===== config.mk =====
export PLATFORM = sky130hd
export DESIGN_NAME = call_ret_stack
export DESIGN_NICKNAME = d
export VERILOG_FILES = /design/src/rtl/call_ret_stack.sv
export SDC_FILE = /design/constraint.sdc
export NUM_CORES = 1
export LEC_CHECK = 0
export ABC_AREA = 1
export BUFFER_PORTS_ARGS = -buffer_cell sky130_fd_sc_hd__clkbuf_2
export CAP_MARGIN = 5
export CORE_UTILIZATION = 45
export DETAILED_ROUTE_END_ITERATION = 12
export GPL_TIMING_DRIVEN = 1
export HOLD_SLACK_MARGIN = 0.03
export PLACE_DENSITY = 0.63
export SKIP_CTS_REPAIR_TIMING = 1
export SYNTH_ARGS = -nofsm -noshare
export SYNTH_HDL_FRONTEND = slang
export SYNTH_SLANG_ARGS = --single-unit

===== constraint.sdc =====
create_clock -name clk -period 2.65 [get_ports clk]
set_input_delay 0.1325 -clock clk [delete_from_list [all_inputs] [get_ports clk]]
set_output_delay 0.1325 -clock clk [all_outputs]
set_load 0.05 [all_outputs]

===== src/rtl/call_ret_stack.sv =====
module call_ret_stack #(
  parameter int          DEPTH    = 16,
  parameter logic [15:0] RESET_CS = 16'hF000,
  parameter logic [15:0] RESET_IP = 16'hFFF0
) (
  input  logic                       clk,
  input  logic                       rst_n,
  input  logic                       op_valid,
  input  logic [2:0]                 op_code,
  input  logic [15:0]                cur_cs,
  input  logic [15:0]                next_ip,
  input  logic [15:0]                tgt_off,
  input  logic [15:0]                tgt_seg,
  input  logic [15:0]                reg_val,
  output logic [15:0]                new_cs,
  output logic [15:0]                new_ip,
  output logic [$clog2(DEPTH):0]     sp,
  output logic                       busy,
  output logic                       done,
  output logic                       overflow,
  output logic                       underflow
);
  localparam int IW = $clog2(DEPTH);
  localparam int PW = IW + 1;
  localparam logic [PW-1:0] EMPTY = PW'(DEPTH);
  localparam logic [2:0] OP_NCALL = 3'd0, OP_FCALL = 3'd1, OP_RCALL = 3'd2,
                         OP_NRET  = 3'd3, OP_FRET  = 3'd4;

  logic [15:0] mem [DEPTH];
  logic [15:0] ip_hold, off_hold, seg_hold;
  logic        in_ret;

  wire accept = op_valid && !busy;
  wire full   = (sp == '0);
  wire empty  = (sp == EMPTY);

  wire push_en = (accept && (op_code == OP_NCALL || op_code == OP_FCALL || op_code == OP_RCALL))
              || (busy && !in_ret);
  wire pop_en  = (accept && (op_code == OP_NRET || op_code == OP_FRET)) || (busy && in_ret);

  wire [15:0] push_data = busy ? ip_hold : ((op_code == OP_FCALL) ? cur_cs : next_ip);
  wire [15:0] top       = mem[sp[IW-1:0]];
  wire [PW-1:0] sp_dn   = sp - 1'b1;

  always_ff @(posedge clk)
    if (push_en && !full) mem[sp_dn[IW-1:0]] <= push_data;

  always_ff @(posedge clk) begin
    if (!rst_n) begin
      sp        <= EMPTY;
      overflow  <= 1'b0;
      underflow <= 1'b0;
      busy      <= 1'b0;
      in_ret    <= 1'b0;
      done      <= 1'b0;
      new_cs    <= RESET_CS;
      new_ip    <= RESET_IP;
      ip_hold   <= '0;
      off_hold  <= '0;
      seg_hold  <= '0;
    end else begin
      done <= 1'b0;
      if (push_en) begin
        if (full) overflow <= 1'b1;
        else      sp <= sp_dn;
      end
      if (pop_en) begin
        if (empty) underflow <= 1'b1;
        else       sp <= sp + 1'b1;
      end
      if (accept) begin
        case (op_code)
          OP_NCALL: begin new_ip <= tgt_off; done <= 1'b1; end
          OP_RCALL: begin new_ip <= reg_val; done <= 1'b1; end
          OP_NRET: begin
            if (!empty) new_ip <= top;
            done <= 1'b1;
          end
          OP_FCALL: begin
            busy     <= 1'b1;
            in_ret   <= 1'b0;
            ip_hold  <= next_ip;
            off_hold <= tgt_off;
            seg_hold <= tgt_seg;
          end
          OP_FRET: begin
            busy   <= 1'b1;
            in_ret <= 1'b1;
            if (!empty) new_ip <= top;
          end
          default: ;
        endcase
      end else if (busy) begin
        busy <= 1'b0;
        done <= 1'b1;
        if (in_ret) begin
          if (!empty) new_cs <= top;
        end else begin
          new_cs <= seg_hold;
          new_ip <= off_hold;
        end
      end
    end
  end

  a_r1_near_call_sp: assert property (@(posedge clk) disable iff (!rst_n)
    (accept && op_code == OP_NCALL && !full) |=> (sp == $past(sp) - 1'b1));
  a_r3_near_ret_sp: assert property (@(posedge clk) disable iff (!rst_n)
    (accept && op_code == OP_NRET && !empty) |=> (sp == $past(sp) + 1'b1));
  a_r6_busy_single: assert property (@(posedge clk) disable iff (!rst_n)
    busy |=> (!busy && done));
  a_r6_cs_stable_near: assert property (@(posedge clk) disable iff (!rst_n)
    (accept && op_code != OP_FCALL && op_code != OP_FRET) |=> $stable(new_cs));
  a_r7_overflow_sticky: assert property (@(posedge clk) disable iff (!rst_n)
    overflow |=> overflow);
  a_r7_full_holds: assert property (@(posedge clk) disable iff (!rst_n)
    (push_en && full && !pop_en) |=> (sp == '0 && overflow));
  a_r8_underflow_sticky: assert property (@(posedge clk) disable iff (!rst_n)
    underflow |=> underflow);
  a_r8_sp_range: assert property (@(posedge clk) disable iff (!rst_n)
    sp <= EMPTY);
  a_r10_unused_quiet: assert property (@(posedge clk) disable iff (!rst_n)
    (accept && op_code > OP_FRET) |=> (!done && !busy && $stable(sp)));
endmodule


=== Yosys cells after proc, flatten, opt, wreduce, memory -nomap -nowiden ===
Memories as Yosys holds them, arrays and structs flattened. A register that Yosys moved wholly into a read port is not among the register bits.
Cells that the tools add are included.
W data, S select, Z words.

* Reduce and logical (&&, ||, !) cells: 28
* $add $sub $neg: 2
* Mux-type cells: 19
* Equal/unequal tests: 9
* Bitwise operators: 1

{| class="wikitable"
|+ Operators by type and width
! cell !! number
|-
| $mux W16 || 7
|-
| $pmux W16 S3 || 1
|-
| $mux W5 || 4
|-
| $reduce_and A2 Y1 || 5
|-
| $eq A3 B2 Y1 const B || 2
|-
| $logic_and A1 B1 Y1 || 6
|-
| $add A5 B1 Y5 const B || 1
|-
| $eq A5 B5 Y1 const B || 1
|-
| $logic_not A5 Y1 || 1
|-
| $logic_or A1 B1 Y1 || 5
|-
| $mux W1 || 5
|-
| $sub A5 B1 Y5 const B || 1
|-
| $mux W4 || 1
|-
| $ne A4 B2 Y1 const B || 1
|-
| $reduce_and A4 Y1 || 1
|-
| $reduce_bool A2 Y1 || 2
|-
| $reduce_or A2 Y1 || 2
|-
| $eq A3 B1 Y1 const B || 1
|-
| $eq A3 B3 Y1 const B || 1
|-
| $logic_not A1 Y1 || 3
|-
| $logic_not A3 Y1 || 1
|-
| $ne A3 B3 Y1 const B || 1
|-
| $reduce_and A3 Y1 || 1
|-
| $reduce_or A3 Y1 || 1
|-
| other kinds (4) || 4
|}

* Bits in registers: 90
* RAM bits: 256
* Memories: 1
* Bits of input ports: 86
* Output and inout port bits: 41

{| class="wikitable"
|+ Memories
! name !! words !! width !! read ports !! clocked after Yosys merged registers in !! wr ports !! line !! RTL
|-
| mem || 16 || 16 || 1 || 1 || 1 || 29 || <nowiki>logic [15:0] mem [DEPTH];</nowiki>
|}

=== Longest topological paths before layout ===
* Depth after elaboration: 9
* Mapped depth: 15
* Gate-level depth less buffers: 12

=== Worst setup path after synthesis ===
Ideal clock, no wire load.

* Path kind: reg2reg
* From: register sp[1]
* To: memory mem[0][0] (enable)
* Arrival: 2800 ps
* Cell stages (with the launch flop): 12
* Clock period less this slack: 3189 ps
* Path buffers: 2
* Slack: -539 ps
* Cell sequence: dfxtp_1 buf_2 clkinv_1 clkbuf_1 ha_1 nand2_2 nor2_4 nand2_1 nand2_1 inv_2 nand2_1 nor2_1

* Cells in the longest elaborated chain, start to end: 5

{| class="wikitable"
|+ RTL lines
! what !! line !! RTL
|-
| from (decl) || 17 || <nowiki>output logic [$clog2(DEPTH):0] sp,</nowiki>
|-
| from (signal assigned) || 65 || <nowiki>else sp <= sp_dn;</nowiki>
|-
| from (signal assigned) || 69 || <nowiki>else sp <= sp + 1'b1;</nowiki>
|-
| $logic_not A5 Y1 || 34 || <nowiki>wire full = (sp == '0);</nowiki>
|-
| $logic_not A1 Y1 || 46 || <nowiki>if (push_en && !full) mem[sp_dn[IW-1:0]] <= push_data;</nowiki>
|-
| $logic_and A1 B1 Y1 || 46 ||
|-
| $mux W1 || 46 ||
|-
| $mux W1 (not written as such) || 46 ||
|-
| to (decl) || 29 ||
|}

Several ways; a longest one is shown, not always the timed one.

=== Final worst setup path ===
* From: register busy
* To: memory mem[10][3], data pin

* Cells in the longest elaborated chain, start to end: 1

{| class="wikitable"
|+ RTL lines
! what !! line !! RTL
|-
| from (decl) || 18 || <nowiki>output logic busy,</nowiki>
|-
| from (signal assigned) || 53 || <nowiki>busy <= 1'b0;</nowiki>
|-
| from (signal assigned) || 80 || <nowiki>busy <= 1'b1;</nowiki>
|-
| from (signal assigned) || 87 || <nowiki>busy <= 1'b1;</nowiki>
|-
| $mux W16 || 41 || <nowiki>wire [15:0] push_data = busy ? ip_hold : ((op_code == OP_FCALL) ? cur_cs : next_ip);</nowiki>
|-
| net push_data[3] || 41 ||
|}

The timed path passes the listed nets, and every way through them passes these cells.

==> impl_metrics.json <==
{
  "status": "finished clean",
  "vias": 12100,
  "worst-r2r-setup-slack_ns": 0.46,
  "die_w_um": 187,
  "fin_setup_tns_ns": 0,
  "period_share_pct": 82.8,
  "io_buffers": 126,
  "final_cells": 2382,
  "viasPerCell": 5.08,
  "detail_route.iter0.violations": 753,
  "min_period_ns": 2.19,
  "h-tree-depth": 2,
  "mostFrequentLayoutCell": "nand2_1",
  "worstPathArrival_ns": 2.33,
  "antenna_found_initial": 0,
  "diodes": 0,
  "cts_tree": "done",
  "synth_area_um2": 15400,
  "dp_hpwl_mm": 25.6,
  "hold_class": "primary input to flop",
  "yosysWarnings": 0,
  "final_antenna_net_count": 0,
  "crit_type": "flop to flop",
  "setup_viol": 0,
  "cp_max_fo": 17,
  "async_reset_ff_share_pct": 0,
  "clock-sinks": 346,
  "r2r-end": "mem[10][3]$_DFFE_PP_",
  "fmax_mhz": 456,
  "ys_seq_elements": 346,
  "track_usage_pct": 22.9,
  "mostFrequentLayoutCells": "nand2_1 (492), edfxtp_1 (256), inv_1 (213)",
  "timing.final.max_slew_violations": 0,
  "max-cap-violations": 0,
  "routabilityCongestion": 0.863,
  "clk_latency_ns": 0.53,
  "drc": 0,
  "synth_fp_nets": 1806,
  "end_kind": "flop",
  "area_growth_pct": 20.9,
  "start_util_pct": 45.9,
  "grt_max_degree": 133,
  "dieHeight_um": 187,
  "maxSlewHeadroom_pct": 11.8,
  "holdPathStages": 7,
  "syn_area_per_cell_um2": 9.00,
  "synth_cell_types": 34,
  "hold_viol": 0,
  "fillCellCount": 2955,
  "num_rows": 67,
  "synth_edf_count": 256,
  "clockRootBuffer": "clkbuf_16",
  "rsz0062_at_grt": "false",
  "start_kind": "flop",
  "synth_area_leaders": "edfxtp_1 (50%), nand2_1 (12%), dfxtp_1 (12%)",
  "worst_pin_slew_ns": 1.32,
  "hold_end": "new_ip[10]$_SDFFE_PN1P_",
  "wirelength_mm": 40.7,
  "path_clk_slew_ns": 0.06,
  "grt-ovfl-total": 0,
  "synthCells": 1714,
  "hold_start": "reg_val[10]",
  "ir_drop_v": 0.000629,
  "synthFlopType": "edfxtp_1",
  "grt_pass1_wl_mm": 62.2,
  "clockBufferDepth": 3,
  "leakage_uw": 0.00822,
  "finalNetCount": 1997,
  "critPathRequiredTime_ns": 2.79,
  "power_density_nw_per_um2": 732,
  "finalClockSkew_ns": 0.0182,
  "io-pin-count": 127,
  "numCtsBuffers": 38,
  "die_area_um2": 35000,
  "yosysSeqAreaShare_pct": 61.5,
  "dp.cells": 2265,
  "r2r_cells": 3,
  "grt_pass1_vias": 11100,
  "drive_above_1_share_pct": 15.7,
  "wl_per_cell_um": 17.1,
  "synth_top_area_cell": "edfxtp_1",
  "dr.pass1.iters": 5,
  "netlist.area_leader.share_pct": 49.8,
  "timing.rr.start": "busy$_SDFFE_PN0P_",
  "core_um2": 33600
}
## sequential cells by signal (all words and copies together), names as in the netlist
register   flops
overflow       1
seg_hold      16
in_ret         1
new_cs        16
off_hold      16
busy           1
new_ip        16
mem          256
sp             5
ip_hold       16
underflow      1
done           1
## cells in the mapped netlist, types with 3 or more instances
cell,n
o22ai_1,9
a31oi_1,6
o21ai_0,92
buf_1,6
nand3_1,148
a21oi_2,4
inv_1,213
nand4_1,4
or2_2,5
o21ai_4,4
dfxtp_1,90
a21oi_1,89
o21ai_1,5
nand2_1,492
nand2_2,3
buf_2,34
ha_1,6
nor2_4,4
inv_2,11
nor2_1,168
clkbuf_1,34
clkinv_1,4
buf_4,9
buf_6,3
o21bai_1,4
edfxtp_1,256
## cell families (layout without fill, tap and decap cells)
kind of cell | after synthesis | after routing | share of synthesized area (%)
AOI/OAI and AO/OA | 216 | 216 | 7.65
xor gates and xnor gates | 3 | 3 | 0.170
adders and majority gates | 6 | 6 | 0.487
buffers and inverters | 315 | 535 | 8.32
DFF | 346 | 346 | 61.5
and+or+nand+nor | 828 | 828 | 21.9
## power breakdown
part / total, uW / switching [uW] / leakage (uW) / internal, uW
registers: 6110 / 73.0 / 0.00304 / 6040
clock network: 5340 / 2080 / 0.000626 / 3260
logic: 2190 / 1570 / 0.00455 / 624
total: 13600 / 3720 / 0.00822 / 9920
## critical path: stages, from the launching register on
cell     delay [ns]
dfxtp_1        0.45
buf_4          0.27
a21oi_1        0.06
a21oi_1        1.00
## routing by layer
metal,vias to the layer above,track usage (%),wire length [um]
met5,-,0,0
met4,0,7.94,1200
met3,83,3.23,2280
met2,366,37.1,19400
met1,5720,31.4,17700
li1,5921,-,-
## through the flow
step                      total power [uW]  instance area [um2]  hold WS [ns]  setup WS, ns  utilization, %
final                                13600                18600        0.0598         0.456            55.5
after global routing                 14200                18600        0.0752         0.220            55.5
after CTS                            13700                18200        -0.177         0.468            54.0
after detailed placement              8340                16900         0.361         0.464            50.2
after global placement                8320                16900         0.356         0.511            50.2
after floorplan                       7590                15600         0.267        0.0340               -
## worst max path at each step
stage	start	to	slack (ns)	cells past startpoint
floorplan	sp[0]$_SDFF_PN0_	mem[0][0]$_DFFE_PP_	0.03	12
global placement	op_code[2]	mem[10][5]$_DFFE_PP_	0.51	9
detailed placement	op_code[2]	mem[10][0]$_DFFE_PP_	0.46	9
CTS	busy$_SDFFE_PN0P_	mem[1][3]$_DFFE_PP_	0.47	3
global route	sp[0]$_SDFF_PN0_	new_ip[9]$_SDFFE_PN1P_	0.22	12
finish	busy$_SDFFE_PN0P_	mem[10][3]$_DFFE_PP_	0.46	3
## layout make-up
cell class | instances | area, um2 | area share (%)
clock inverters | 14 | 150 | 0.805
flip-flops and latches | 346 | 9500 | 50.9
well taps | 448 | 561 | 3.01
inverters | 229 | 865 | 4.64
repair buffers | 237 | 1670 | 8.96
multi-input cells | 1053 | 4770 | 25.6
clock buffers | 55 | 1130 | 6.06
(Power assumes the default switching activity.)
